==> config.mk <==
export PLATFORM = sky130hd
export DESIGN_NAME = i2c_regslave
export DESIGN_NICKNAME = d
export VERILOG_FILES = /design/src/rtl/i2c_rs_pkg.sv /design/src/rtl/i2c_rs_sync.sv /design/src/rtl/i2c_rs_regfile.sv /design/src/rtl/i2c_rs_fsm.sv /design/src/rtl/i2c_regslave.sv
export SDC_FILE = /design/constraint.sdc
export NUM_CORES = 1
export LEC_CHECK = 0
export BUFFER_PORTS_ARGS = -buffer_cell sky130_fd_sc_hd__buf_2
export CORE_ASPECT_RATIO = 0.9
export CORE_UTILIZATION = 40
export DETAILED_ROUTE_END_ITERATION = 8
export PLACE_DENSITY = 0.61
export SLEW_MARGIN = 0
export SYNTH_ARGS = -nofsm -noshare
export SYNTH_HDL_FRONTEND = slang
export SYNTH_HIERARCHICAL = 1
export SYNTH_SLANG_ARGS = --single-unit
export TNS_END_PERCENT = 20
==> constraint.sdc <==
create_clock -name clk -period 3 [get_ports clk]
set_input_delay 0.3 -clock clk [delete_from_list [all_inputs] [get_ports clk]]
set_output_delay 0.3 -clock clk [all_outputs]
set_load 0.03 [all_outputs]
==> src/rtl/i2c_rs_pkg.sv <==
`timescale 1ns/1ps
package i2c_rs_pkg;

    localparam int BYTE_W = 8;
    localparam int CNT_W  = 4;

    typedef enum logic [2:0] {
        ST_IDLE,
        ST_ADDR,
        ST_ADDR_ACK,
        ST_WR_BYTE,
        ST_WR_ACK,
        ST_RD_BYTE,
        ST_RD_ACK
    } i2c_rs_state_e;

endpackage

==> src/rtl/i2c_rs_sync.sv <==
`timescale 1ns/1ps
module i2c_rs_sync #(
    parameter int STAGES = 2
) (
    input  logic clk,
    input  logic rst_n,
    input  logic scl_i,
    input  logic sda_i,
    output logic scl_s,
    output logic sda_s,
    output logic scl_rise,
    output logic scl_fall,
    output logic start_det,
    output logic stop_det
);

    logic [STAGES-1:0] scl_pipe;
    logic [STAGES-1:0] sda_pipe;
    logic              scl_q;
    logic              sda_q;

    always_ff @(posedge clk or negedge rst_n) begin
        if (!rst_n) begin
            scl_pipe <= '1;
            sda_pipe <= '1;
            scl_q    <= 1'b1;
            sda_q    <= 1'b1;
        end else begin
            scl_pipe <= {scl_pipe[STAGES-2:0], scl_i};
            sda_pipe <= {sda_pipe[STAGES-2:0], sda_i};
            scl_q    <= scl_s;
            sda_q    <= sda_s;
        end
    end

    assign scl_s     = scl_pipe[STAGES-1];
    assign sda_s     = sda_pipe[STAGES-1];
    assign scl_rise  =  scl_s & ~scl_q;
    assign scl_fall  = ~scl_s &  scl_q;
    assign start_det =  scl_s &  scl_q &  sda_q & ~sda_s;
    assign stop_det  =  scl_s &  scl_q & ~sda_q &  sda_s;

endmodule

==> src/rtl/i2c_rs_regfile.sv <==
`timescale 1ns/1ps
module i2c_rs_regfile #(
    parameter int PTR_W    = 3,
    parameter int DEF_BASE = 'h50,
    parameter int DEF_STEP = 'h11
) (
    input  logic             clk,
    input  logic             rst_n,
    input  logic             uvlo,
    input  logic             wr_en,
    input  logic [PTR_W-1:0] ptr,
    input  logic [7:0]       wr_data,
    output logic [7:0]       rd_data
);

    localparam int NREGS = 1 << PTR_W;

    logic [7:0] regs [NREGS];

    function automatic logic [7:0] def_val(input int idx);
        return 8'((DEF_BASE + DEF_STEP * idx) & 255);
    endfunction

    for (genvar g = 0; g < NREGS; g++) begin : g_reg
        always_ff @(posedge clk or negedge rst_n) begin
            if (!rst_n) begin
                regs[g] <= def_val(g);
            end else if (uvlo) begin
                regs[g] <= def_val(g);
            end else if (wr_en && ptr == PTR_W'(g)) begin
                regs[g] <= wr_data;
            end
        end
    end

    assign rd_data = regs[ptr];

endmodule

==> src/rtl/i2c_rs_fsm.sv <==
`timescale 1ns/1ps
module i2c_rs_fsm
    import i2c_rs_pkg::*;
#(
    parameter logic [6:0] DEV_ADDR = 7'h3A,
    parameter int         PTR_W    = 3
) (
    input  logic              clk,
    input  logic              rst_n,
    input  logic              sda_s,
    input  logic              scl_rise,
    input  logic              scl_fall,
    input  logic              start_det,
    input  logic              stop_det,
    input  logic [7:0]        rd_data,
    output logic              wr_en,
    output logic [7:0]        wr_data,
    output logic [PTR_W-1:0]  ptr,
    output logic              sda_oe,
    output i2c_rs_state_e     state
);

    i2c_rs_state_e      nxt;
    logic [CNT_W-1:0]   bit_cnt;
    logic [BYTE_W-1:0]  rx_sh;
    logic [BYTE_W-1:0]  tx_sh;
    logic               rw_q;
    logic               first_q;
    logic               mack_q;
    logic [PTR_W-1:0]   ptr_q;
    logic               byte_end;
    logic               addr_hit;

    assign byte_end = scl_fall && (bit_cnt == CNT_W'(BYTE_W));
    assign addr_hit = (rx_sh[7:1] == DEV_ADDR);
    assign wr_en    = (state == ST_WR_BYTE) && byte_end && !first_q
                      && !start_det && !stop_det;
    assign wr_data  = rx_sh;
    assign ptr      = ptr_q;

    // state register
    always_ff @(posedge clk or negedge rst_n) begin
        if (!rst_n) state <= ST_IDLE;
        else        state <= nxt;
    end

    // transitions
    always_comb begin
        nxt = state;
        if (start_det) begin
            nxt = ST_ADDR;
        end else if (stop_det) begin
            nxt = ST_IDLE;
        end else begin
            unique case (state)
                ST_IDLE:     nxt = ST_IDLE;
                ST_ADDR:     if (byte_end) nxt = addr_hit ? ST_ADDR_ACK : ST_IDLE;
                ST_ADDR_ACK: if (scl_fall) nxt = rw_q ? ST_RD_BYTE : ST_WR_BYTE;
                ST_WR_BYTE:  if (byte_end) nxt = ST_WR_ACK;
                ST_WR_ACK:   if (scl_fall) nxt = ST_WR_BYTE;
                ST_RD_BYTE:  if (byte_end) nxt = ST_RD_ACK;
                ST_RD_ACK:   if (scl_fall) nxt = mack_q ? ST_RD_BYTE : ST_IDLE;
                default:     nxt = ST_IDLE;
            endcase
        end
    end

    // outputs and datapath
    always_ff @(posedge clk or negedge rst_n) begin
        if (!rst_n) begin
            bit_cnt <= '0;
            rx_sh   <= '0;
            tx_sh   <= '0;
            rw_q    <= 1'b0;
            first_q <= 1'b0;
            mack_q  <= 1'b0;
            ptr_q   <= '0;
            sda_oe  <= 1'b0;
        end else if (start_det) begin
            bit_cnt <= '0;
        end else if (stop_det) begin
            bit_cnt <= '0;
            sda_oe  <= 1'b0;
        end else begin
            unique case (state)
                ST_IDLE: begin
                end
                ST_ADDR, ST_WR_BYTE: begin
                    if (scl_rise) begin
                        rx_sh   <= {rx_sh[BYTE_W-2:0], sda_s};
                        bit_cnt <= bit_cnt + CNT_W'(1);
                    end
                    if (byte_end) begin
                        if (state == ST_ADDR) begin
                            rw_q    <= rx_sh[0];
                            first_q <= 1'b1;
                            sda_oe  <= addr_hit;
                        end else begin
                            sda_oe <= 1'b1;
                            if (first_q) begin
                                ptr_q   <= rx_sh[PTR_W-1:0];
                                first_q <= 1'b0;
                            end else begin
                                ptr_q <= ptr_q + PTR_W'(1);
                            end
                        end
                    end
                end
                ST_ADDR_ACK, ST_WR_ACK: begin
                    if (scl_fall) begin
                        bit_cnt <= '0;
                        if (state == ST_ADDR_ACK && rw_q) begin
                            tx_sh  <= rd_data;
                            sda_oe <= ~rd_data[BYTE_W-1];
                        end else begin
                            sda_oe <= 1'b0;
                        end
                    end
                end
                ST_RD_BYTE: begin
                    if (scl_rise) bit_cnt <= bit_cnt + CNT_W'(1);
                    if (byte_end) begin
                        sda_oe <= 1'b0;
                        ptr_q  <= ptr_q + PTR_W'(1);
                    end else if (scl_fall) begin
                        tx_sh  <= {tx_sh[BYTE_W-2:0], 1'b0};
                        sda_oe <= ~tx_sh[BYTE_W-2];
                    end
                end
                ST_RD_ACK: begin
                    if (scl_rise) mack_q <= ~sda_s;
                    if (scl_fall) begin
                        bit_cnt <= '0;
                        if (mack_q) begin
                            tx_sh  <= rd_data;
                            sda_oe <= ~rd_data[BYTE_W-1];
                        end
                    end
                end
                default: begin
                end
            endcase
        end
    end

endmodule

==> src/rtl/i2c_regslave.sv <==
`timescale 1ns/1ps
module i2c_regslave
    import i2c_rs_pkg::*;
#(
    parameter logic [6:0] DEV_ADDR    = 7'h3A,
    parameter int         PTR_W       = 3,
    parameter int         DEF_BASE    = 'h50,
    parameter int         DEF_STEP    = 'h11,
    parameter int         SYNC_STAGES = 2
) (
    input  logic clk,
    input  logic rst_n,
    input  logic uvlo,
    input  logic scl_i,
    input  logic sda_i,
    output logic sda_oe
);

    logic             scl_s;
    logic             sda_s;
    logic             scl_rise;
    logic             scl_fall;
    logic             start_det;
    logic             stop_det;
    logic             wr_en;
    logic [7:0]       wr_data;
    logic [7:0]       rd_data;
    logic [PTR_W-1:0] ptr;
    i2c_rs_state_e    fsm_state;

    i2c_rs_sync #(.STAGES(SYNC_STAGES)) u_sync (
        .clk       (clk),
        .rst_n     (rst_n),
        .scl_i     (scl_i),
        .sda_i     (sda_i),
        .scl_s     (scl_s),
        .sda_s     (sda_s),
        .scl_rise  (scl_rise),
        .scl_fall  (scl_fall),
        .start_det (start_det),
        .stop_det  (stop_det)
    );

    i2c_rs_fsm #(.DEV_ADDR(DEV_ADDR), .PTR_W(PTR_W)) u_fsm (
        .clk       (clk),
        .rst_n     (rst_n),
        .sda_s     (sda_s),
        .scl_rise  (scl_rise),
        .scl_fall  (scl_fall),
        .start_det (start_det),
        .stop_det  (stop_det),
        .rd_data   (rd_data),
        .wr_en     (wr_en),
        .wr_data   (wr_data),
        .ptr       (ptr),
        .sda_oe    (sda_oe),
        .state     (fsm_state)
    );

    i2c_rs_regfile #(.PTR_W(PTR_W), .DEF_BASE(DEF_BASE), .DEF_STEP(DEF_STEP)) u_rf (
        .clk     (clk),
        .rst_n   (rst_n),
        .uvlo    (uvlo),
        .wr_en   (wr_en),
        .ptr     (ptr),
        .wr_data (wr_data),
        .rd_data (rd_data)
    );

endmodule

* Word-level counts from Yosys, hierarchy flattened
Index checks and enable logic that the tools add are counted.
Word-level totals: register bits 99, bits in latches 0, RAM bits 0, bits in read-only memories 0, bits of input ports 5, output and inout port bits 1, memories kept 0
Cells by class: add/sub/neg operators 2, multiply operators 0, div/mod/pow operators 0, magnitude comparators 1, equal/unequal tests 37, shifts and indexed selects 0, muxes and demuxes 59, bitwise gates (word level) 16, reductions and logical operators 43
Operator list (count):
- $mux W8 | 18
- $mux W3 | 14
- $mux W7 | 6
- $ne A4 B1 Y1 const B | 9
- $bmux W8 S3 | 1
- $eq A3 B3 Y1 const B | 7
- $pmux W7 S3 | 1
- $pmux W3 S6 | 1
- $reduce_bool A2 Y1 | 9
- $mux W4 | 4
- $logic_and A1 B1 Y1 | 14
- $ne A2 B1 Y1 const B | 7
- $eq A3 B2 Y1 const B | 4
- $ne A3 B1 Y1 const B | 4
- $reduce_and A4 Y1 | 3
- $reduce_and A6 Y1 | 2
- $mux W1 | 10
- $reduce_and A9 Y1 | 1
- $not A1 Y1 | 8
- $pmux W4 S2 | 1
- $and A1 B1 Y1 | 7
- $eq A7 B6 Y1 const B | 1
- $reduce_and A7 Y1 | 1
- $eq A3 B1 Y1 const B | 2
- 18 further kinds | 23

* Longest topological paths before layout
Gate-level depths: netlist of run 1.
word-level depth 10, mapped depth 10

* Modules after synthesis
Netlist of run 1, hierarchy kept.
Modules (own cells, without submodules):
- i2c_rs_regfile | instances 1, cells each 305, area each 3301.9 um2, sequential area each 1637.8 um2
- i2c_rs_fsm | instances 1, cells each 149, area each 1631.6 um2, sequential area each 725.7 um2
- i2c_rs_sync | instances 1, cells each 10, area each 190.2 um2, sequential area each 157.7 um2

* Least setup slack after synthesis of run 1
OpenSTA, ideal clock, no wires.
path kind register to register, start register u_sync.sda_pipe[1], end register u_rf/regs[60] (netlist bit), library setup time 0.082 ns, arrival 2.295 ns, data required time 2.918 ns, path slack 0.623 ns, cell stages (with the launch flop) 10, path buffers 2, clock period less this slack 2.377 ns, path through dfstp_2 -> and4b_1 -> nor2_4 -> nand3_1 -> nor3b_1 -> buf_2 -> nor4b_1 -> buf_2 -> nor2b_1 -> a211o_1
Between the ends: cells in the longest elaborated chain, start to end 7, elaborated cells on any way between the ends 9
RTL lines:
- start: declaration | RTL line i2c_rs_sync.sv:18 | logic [STAGES-1:0] sda_pipe;
- start signal: assignment | RTL line i2c_rs_sync.sv:30 | sda_pipe <= {sda_pipe[STAGES-2:0], sda_i};
- $not A1 Y1 | RTL line i2c_rs_sync.sv:40 | assign start_det = scl_s & scl_q & sda_q & ~sda_s;
- $and A1 B1 Y1 | RTL line i2c_rs_sync.sv:40
- net start_det | RTL line i2c_regslave.sv:23 | logic start_det;
- $logic_not A1 Y1 | RTL line i2c_rs_fsm.sv:37 | && !start_det && !stop_det;
- $logic_and A1 B1 Y1 (2 in series) | RTL line i2c_rs_fsm.sv:37
- net wr_en | RTL line i2c_regslave.sv:25 | logic wr_en;
- $logic_and A1 B1 Y1 | RTL line i2c_rs_regfile.sv:30 | end else if (wr_en && ptr == PTR_W'(g)) begin
- $reduce_bool A2 Y1 (no line)
- end signal: indexed assignment | RTL line i2c_rs_regfile.sv:27 | regs[g] <= def_val(g);
- end signal: indexed assignment | RTL line i2c_rs_regfile.sv:29 | regs[g] <= def_val(g);
- end signal: indexed assignment | RTL line i2c_rs_regfile.sv:31 | regs[g] <= wr_data;
- end: declaration | RTL line i2c_rs_regfile.sv:18 | logic [7:0] regs [NREGS];
The timed path passes the listed nets, and every way through them passes these cells. A chain may end at the register's enable or synchronous reset.

* Worst setup path in the final report of run 1
start register u_sync.scl_q, end register u_rf/regs[47] (netlist bit)
Between the ends: cells in the longest elaborated chain, start to end 8, elaborated cells on any way between the ends 15
RTL lines:
- start: declaration | RTL line i2c_rs_sync.sv:19 | logic scl_q;
- start signal: assignment | RTL line i2c_rs_sync.sv:31 | scl_q <= scl_s;
- $and A1 B1 Y1 | RTL line i2c_rs_sync.sv:39 | assign scl_fall = ~scl_s & scl_q;
- net scl_fall | RTL line i2c_regslave.sv:22 | logic scl_fall;
- $logic_and A1 B1 Y1 | RTL line i2c_rs_fsm.sv:34 | assign byte_end = scl_fall && (bit_cnt == CNT_W'(BYTE_W));
- $logic_and A1 B1 Y1 (2 in series) | RTL line i2c_rs_fsm.sv:36 | assign wr_en = (state == ST_WR_BYTE) && byte_end && !first_q
- $logic_and A1 B1 Y1 (2 in series) | RTL line i2c_rs_fsm.sv:37
- net wr_en | RTL line i2c_regslave.sv:25
- $logic_and A1 B1 Y1 | RTL line i2c_rs_regfile.sv:30
- $reduce_bool A2 Y1 (no line)
The timed path passes the listed nets, and every way through them passes these cells.

==> results of run 1 <==
## cell usage after synthesis, types with 3 or more instances
library cell,number
nand2_1,76
dfrtp_1,64
dfstp_2,35
mux2i_1,30
nor2_1,26
mux2_2,23
nor2b_1,20
nand3b_1,19
a21oi_1,17
buf_2,15
clkbuf_1,14
a211o_1,12
o21ai_0,10
mux2_1,7
and4b_1,6
mux4_2,6
inv_1,5
nand4b_1,5
a221oi_1,4
buf_4,4
mux4_1,4
nand3_1,4
o22ai_1,4
a22o_1,3
and4bb_2,3
ha_1,3
nand2b_1,3
nand4_1,3
o2bb2ai_1,3
## worst max-delay path: cells and delay by family (launching register included)
family                 cells  cell delay (ns)
multiplexers               1             0.25
AND/OR/NAND/NOR            6             1.42
flip-flops                 1             0.54
buffers and inverters      1             0.20
## final timing paths
| kind | to |
|---|---|
| setup / recovery | u_rf/regs[47] |
| hold / removal | u_rf/regs[29] |
| setup reg to reg | u_rf/regs[47] |
| hold reg to reg | u_sync/scl_pipe[1] |
| max in group asynchronous | u_rf/regs[16] |
| min in group clk | u_sync/scl_pipe[0] |
## power by group through the flow
stage,clock network [mW],logic (mW),registers [mW]
final,1.08,0.102,1.39
after global routing,1.17,0.120,1.39
after CTS,1.13,0.106,1.39
after detailed placement,0,0.105,1.41
after global placement,0,0.103,1.41
after floorplan,0,0.0605,1.40
## cells in the final DEF, fill, tap and decap left out, types with 5 or more instances in the layout
cell | Yosys | routed
buf_4 | 4 | 13
clkbuf_16 | 0 | 9
a21oi_1 | 17 | 17
and4b_1 | 6 | 6
dfstp_2 | 35 | 35
nor2b_1 | 20 | 20
mux2_2 | 23 | 23
nor2_1 | 26 | 26
o21ai_0 | 10 | 10
nand3b_1 | 19 | 19
nand2_1 | 76 | 76
nand4b_1 | 5 | 5
a211o_1 | 12 | 12
mux4_2 | 6 | 6
dfrtp_1 | 64 | 64
mux2i_1 | 30 | 30
inv_1 | 5 | 5
mux2_1 | 7 | 7
## cell families (layout without fill, tap and decap cells)
logic type / after synthesis / in the layout
buffers and inverters: 43 / 39
adder cells (fa/ha/maj): 3 / 3
AND/OR/NAND/NOR: 179 / 179
flip-flops: 99 / 99
AO/OA/AOI/OAI: 69 / 69
multiplexers: 70 / 70
XOR/XNOR: 1 / 1
## metal layers
layer / GRT usage, % / up-vias / wire length, um
li1: - / 1628 / -
met1: 27.7 / 1765 / 5700
met2: 27.4 / 81 / 5070
met3: 3.79 / 8 / 535
met4: 4.76 / 0 / 89
met5: 0 / - / 0
## flip-flops by register name (all words and copies together), names as in the netlist
signal           flops
u_fsm/tx_sh          7
u_fsm/mack_q         1
u_fsm/ptr            3
u_sync/scl_q         1
u_sync/sda_q         1
u_fsm/sda_oe         1
u_rf/regs           64
u_sync/scl_pipe      2
u_fsm/state          3
u_fsm/rw_q           1
u_fsm/wr_data        8
u_fsm/first_q        1
u_sync/sda_pipe      2
u_fsm/bit_cnt        4
## cell type report
class | instances | area (um^2)
fillers | 1182 | 6730
flip-flops and latches | 99 | 2520
repair buffers | 18 | 138
well taps | 160 | 200
clock buffers | 10 | 229
clock inverters | 6 | 47.5
inverters | 5 | 18.8
multi-input cells | 322 | 2390
## through the flow
stage | area [um^2] | power (mW) | hold slack (ns) | utilization (%) | setup slack, ns
after floorplan | 5120 | 1.46 | 0.00441 | - | 0.623
after global placement | 5270 | 1.51 | 0.349 | 42.9 | 0.504
after detailed placement | 5270 | 1.52 | 0.347 | 42.9 | 0.447
after CTS | 5540 | 2.62 | 0.0377 | 45.2 | 0.425
after global routing | 5540 | 2.68 | 0.0346 | 45.2 | 0.220
final | 5540 | 2.57 | 0.0438 | 45.2 | 0.428
==> results by group, run 1 <==
Worst setup path
  • Worst Setup SP: u_sync/scl_q
  • Critical path arrival: 2.75 ns
  • Reg2reg start: u_sync/scl_q
  • Max stage delay cell, worst path: dfstp_2
  • CP Launch Type: register
  • Largest fanout on the critical path: 12
  • CP Data Required Time: between 3 and 4 ns
  • Reg2reg setup slack: 0.43 ns
  • Crit-path cells: nor2b_1 -> and4b_1 -> nand3_1 -> nor3b_1 -> buf_4 -> and4bb_2 -> mux2i_1 -> nor2_1
  • Reg2Reg Depth: 8
  • Critical path class: reg -> reg
  • Crit. End Element: register
  • Max incr delay on CP: ~0.54 ns

Floorplanning
  • DIE AREA: 0.0133 mm^2
  • Initial Util: a little over two fifths
  • DIE WIDTH: 121 um
  • Die Ht: 109 um
  • Core Area: 0.0123 mm^2
  • Cell Rows: 38
  • Num ports: 6

Placement
  • Placed Cells: approximately 600
  • Detail Placement HPWL: ~7.5 mm
  • PortBufs: 5
  • RD Place Congestion: a little under 0.9

Clock network
  • Clk sink count: 99
  • H-tree depth: 3
  • Clk Latency, worst-skew pair: between 0.3 and 0.4 ns
  • Clock slew at reported path FFs: roughly 0.07 ns
  • Clock Path Buffers: 2
  • Post-CTS Setup Bufs: 0
  • CTS tree: yes
  • # resized after CTS: 0
  • CTS Buf Count: 9
  • Post-CTS Hold Buffers: 0
  • Root Buffer: clkbuf_16

Drt
  • Via density: ~5.6
  • Initial DRC Count: roughly 280
  • Drt total wl: about 11 mm
  • Final ANT Viol Nets: 0
  • First drt pass iteration count: 5
  • DR vias: 3482
  • DRC viols: 0
  • WL/cell: about 18 um

Power
  • Pwr Density: about 460 mW/mm^2
  • P_sw: between 0.6 and 0.7 mW
  • Clock share of power: 42.0%
  • Gate power share: about 4.0%
  • Sw frac: between 20% and 30%
  • Sequential share of power: a little over half
  • Peak VDD IR: between 0.3 and 0.4 mV
  • Internal Power: about 2 mW
  • Lkg Pwr: ~2.3 nW

Logic synthesis
  • Mapped Area: slightly above 0.005 mm^2
  • Post-synthesis mux area share: 17.1%
  • Post-synthesis simple-gate area fraction: 18.8%
  • Top_reg_cell synth: dfrtp_1
  • Syn avg cell area: about 11 um^2
  • Top cells by area, synth: dfrtp_1, dfstp_2, mux2i_1
  • Sequential fraction of the synthesis area: roughly half
  • #FFs+latches synth: slightly below 100
  • Ys async rst share: 100%
  • Largest family of logic cells by synthesized area: simple AND/OR/NAND/NOR gates
  • Number of synthesized flops with an enable pin: 0
  • Xor-xnor portion of the synthesized cell area: less than 1%
  • Netlist cell types: 60
  • Synthesized Nets: ~470
  • Synth Area in Adders: 0.733%
  • Dominant cell type by area after synthesis: dfrtp_1
  • Yosys top cell area share: 31.3%
  • Synth warnings: 6
  • Cells after Synth: about 460
  • Compound-Gate Fraction of Synth Area: 9.62%

STA
  • Worst Skew: 0.00884 ns
  • Final Cycle Share: a little under nine tenths
  • Slew HR: 26.2%
  • Least-Margin Pin Slew: about 1.1 ns
  • Final worst path period need: between 2 and 3 ns
  • Setup TNS: 0 ns
  • Final Max Tran Viols: 0
  • # setup viols final: 0
  • Max Freq: 389 MHz
  • RSZ-0062 raised after global routing: false
  • Final hold viol count: 0

Worst hold path
  • HP Class: in -> async

Job
  • Maxcap violations: 0

Layout
  • Area growth syn-to-layout: 8.16%
  • # diodes: 0
  • Finished Layout Cells: between 600 and 700
  • Share of layout cells above drive strength 1: between 20% and 30%
  • Nets: ~460

GRT
  • Vias in the first global route: 3232
  • Global-route wire length before repair: approximately 19 mm
  • Initial antenna violation count: 0
  • Largest net degree at the start of global routing: between 60 and 70
  • Remaining Overflow, GRT: 0
  • All-Layer GR Usage: between 10% and 20%

Run status
  • Status: finished clean
Note: power is estimated with default switching activity, not from simulation.
==> run 2: changes to the inputs <==
--- a/config.mk
+++ b/config.mk
@@ -5,11 +5,11 @@
 export SDC_FILE = /design/constraint.sdc
 export NUM_CORES = 1
 export LEC_CHECK = 0
-export BUFFER_PORTS_ARGS = -buffer_cell sky130_fd_sc_hd__buf_2
 export CORE_ASPECT_RATIO = 0.9
 export CORE_UTILIZATION = 40
 export DETAILED_ROUTE_END_ITERATION = 8
-export PLACE_DENSITY = 0.61
+export DONT_BUFFER_PORTS = 1
+export PLACE_DENSITY = 0.6
 export SLEW_MARGIN = 0
 export SYNTH_ARGS = -nofsm -noshare
 export SYNTH_HDL_FRONTEND = slang
==> run 2 against run 1 <==
  * Hold slack worse by 0.020 ns
  * Count of clock-buffer cells in the layout fell by 1
  * Critical path depth stayed put
  * Sequential cell count is the same
  * Largest power group unchanged
==> results by group, run 2 (synthesis gave the netlist of run 1 again) <==
Run status
  • Status: finished clean (unchanged)

Floorplanning
  • Initial Util: 41.8% (unchanged)
  • Num ports: 6 (unchanged)
  • DIE AREA: 0.0133 mm^2 (unchanged)
  • Core Area: 0.0123 mm^2 (unchanged)
  • Die Ht: 109 um (unchanged)
  • Cell Rows: 38 (unchanged)
  • DIE WIDTH: 121 um (unchanged)

Worst setup path
  • Max stage delay cell, worst path: dfstp_2 (unchanged)
  • Critical path arrival: 2.82 ns (was 2.75 ns)
  • Crit. End Element: register (unchanged)
  • Max incr delay on CP: 0.54 ns (about the same)
  • Crit-path cells: nor2b_1 -> and4b_1 -> nand3_1 -> nor3b_1 -> buf_4 -> and4bb_2 -> nor2b_1 -> a211o_1 (was nor2b_1 -> and4b_1 -> nand3_1 -> nor3b_1 -> buf_4 -> and4bb_2 -> mux2i_1 -> nor2_1)
  • Cell family with most CP delay: simple AND/OR/NAND/NOR gates (unchanged)
  • Critical path class: reg -> reg (unchanged)
  • Most used cell, CP: nor2b_1
  • CP Launch Type: register (unchanged)
  • CP Data Required Time: 3.28 ns (was 3.18 ns)
  • Crit path buf inv count: 1 (unchanged)
  • Largest fanout on the critical path: 12 (unchanged)

Layout
  • Nets: 462 (was 463)
  • Fill cell count: 1141 (was 1182)
  • Largest Register: u_rf/regs (unchanged)
  • Commonest non-fill, non-tap cell in the layout: nand2_1 (unchanged)
  • # diodes: 0 (unchanged)
  • Max reg flops: 64 (unchanged)
  • Final core utilization: 45.3% (was 45.2%)
  • Share of layout cells above drive strength 1: 22.7% (was 23.5%)
  • Most frequent cells in the layout: nand2_1, dfrtp_1, dfstp_2, mux2i_1, nor2_1 (unchanged)
  • Area growth syn-to-layout: 8.42% (was 8.16%)

STA
  • Final hold viol count: 0 (unchanged)
  • Least-Margin Pin Slew: 0.568 ns (was 1.11 ns)
  • Slew HR: 62.1% (was 26.2%)
  • Final Cycle Share: 84.9% (was 85.7%)
  • Post-route worst setup slack: 0.453 ns (was 0.428 ns)
  • Setup TNS: 0 ns (unchanged)
  • Minimum hold slack: 0.0242 ns (was 0.0438 ns)
  • Worst Skew: 0.00547 ns (was 0.00884 ns)
  • Max Freq: 393 MHz (was 389 MHz)
  • Final worst path period need: 2.55 ns (was 2.57 ns)
  • Final Max Tran Viols: 0 (unchanged)
  • # setup viols final: 0 (unchanged)
  • RSZ-0062 raised after global routing: false (unchanged)

GRT
  • Vias in the first global route: 3481 (was 3232)
  • All-Layer GR Usage: 19.2% (was 18.6%)
  • Initial antenna violation count: 0 (unchanged)
  • Global-route wire length before repair: 19.2 mm (was 18.5 mm)
  • Largest net degree at the start of global routing: 100 (was 65)
  • Remaining Overflow, GRT: 0 (unchanged)

Power
  • Lkg Pwr: 2.30 nW (about the same)
  • Total Power: 2.54 mW (was 2.57 mW)
  • Peak VDD IR: 0.300 mV (was 0.340 mV)
  • Pwr Density: 458 mW/mm^2 (was 463 mW/mm^2)

Drt
  • DRC viols: 0 (unchanged)
  • Via density: 5.66 (was 5.62)
  • Drt total wl: 11.7 mm (was 11.4 mm)
  • DR vias: 3504 (was 3482)
  • WL/cell: 19.0 um (was 18.4 um)
  • First drt pass iteration count: 5 (unchanged)
  • Initial DRC Count: 364 (was 277)
  • Final ANT Viol Nets: 0 (unchanged)

Clock network
  • # resized after CTS: 0 (unchanged)
  • Clock Path Buffers: 2 (unchanged)
  • CTS Buf Count: 9 (unchanged)
  • H-tree depth: 3 (unchanged)
  • Clk Latency, worst-skew pair: 0.35 ns (was 0.34 ns)
  • Clk sink count: 99 (unchanged)
  • Root Buffer: clkbuf_16 (unchanged)
  • Clock slew at reported path FFs: 0.07 ns (about the same)
  • CTS tree: yes (unchanged)

Placement
  • RD Place Congestion: 0.826 (was 0.882)
  • Detail Placement HPWL: 7.52 mm (was 7.49 mm)
  • PortBufs: 0 (was 5)
  • Setup WS pre-CTS: 0.503 ns (was 0.447 ns)

Worst hold path
  • HP Class: in -> reg (was in -> async)

Job
  • Maxcap violations: 0 (unchanged)
[run 2: cell count changes in the layout (fill, tap and decap cells not counted)]
cell	delta
clkbuf_1	-1
buf_12	-1
buf_16	+1
clkinv_4	+1
buf_2	-4
buf_4	-1
inv_6	-3
dlygate4sd3_1	+4
clkinv_2	+3
[run 2: report_power, final]
part / switching (mW) / internal, mW / total, mW
sequential: 0.0359 / 1.36 / 1.39
combinational: 0.0505 / 0.0328 / 0.0833
clock: 0.508 / 0.559 / 1.07
total: 0.594 / 1.95 / 2.54
[run 2: cell type report]
class                   instances  area (um^2)  area share, %
flip-flops and latches         99         2520           45.4
multi-input cells             322         2390           43.0
clock buffers                   9          225           4.05
well taps                     160          200           3.60
repair buffers                 17          158           2.84
clock inverters                 7         45.0          0.811
inverters                       5         18.8          0.338
[run 2: metal layers]
metal  vias up  wire length (um)  track usage [%]
li1       1628                 -                -
met1      1787              5750             27.3
met2        79              5350             29.5
met3        10               512             4.36
met4         0               117             5.11
met5         -                 0                0
[run 2: what timing repair did]
item                      in CTS  in global routing
hold buffers                   4                  1
setup buffers                  0                  0
hold endpoints to repair     101                  2
[run 2: per-stage QoR]
stage / area (um^2) / cells
2_1_floorplan: 5120 / 464
5_1_grt: 5560 / 619
3_5_place_dp: 5220 / 598
4_1_cts: 5550 / 618
3_3_place_gp: 5220 / 598
6_report: 5560 / 619
[run 2: final timing paths]
| kind | startpoint | to | slack [ns] | cells past startpoint |
|---|---|---|---|---|
| worst max-delay path | u_sync/scl_q | u_rf/regs[53] | 0.45 | 8 |
| worst min-delay path | uvlo | u_rf/regs[22] | 0.02 | 1 |
| worst max register to register | u_sync/scl_q | u_rf/regs[53] | 0.45 | 8 |
| worst min register to register | u_sync/scl_pipe[0] | u_sync/scl_pipe[1] | 0.36 | 0 |
| max in group asynchronous | rst_n | u_rf/regs[13] | 2.04 | 2 |
| min in group asynchronous | rst_n | u_rf/regs[14] | 0.49 | 2 |
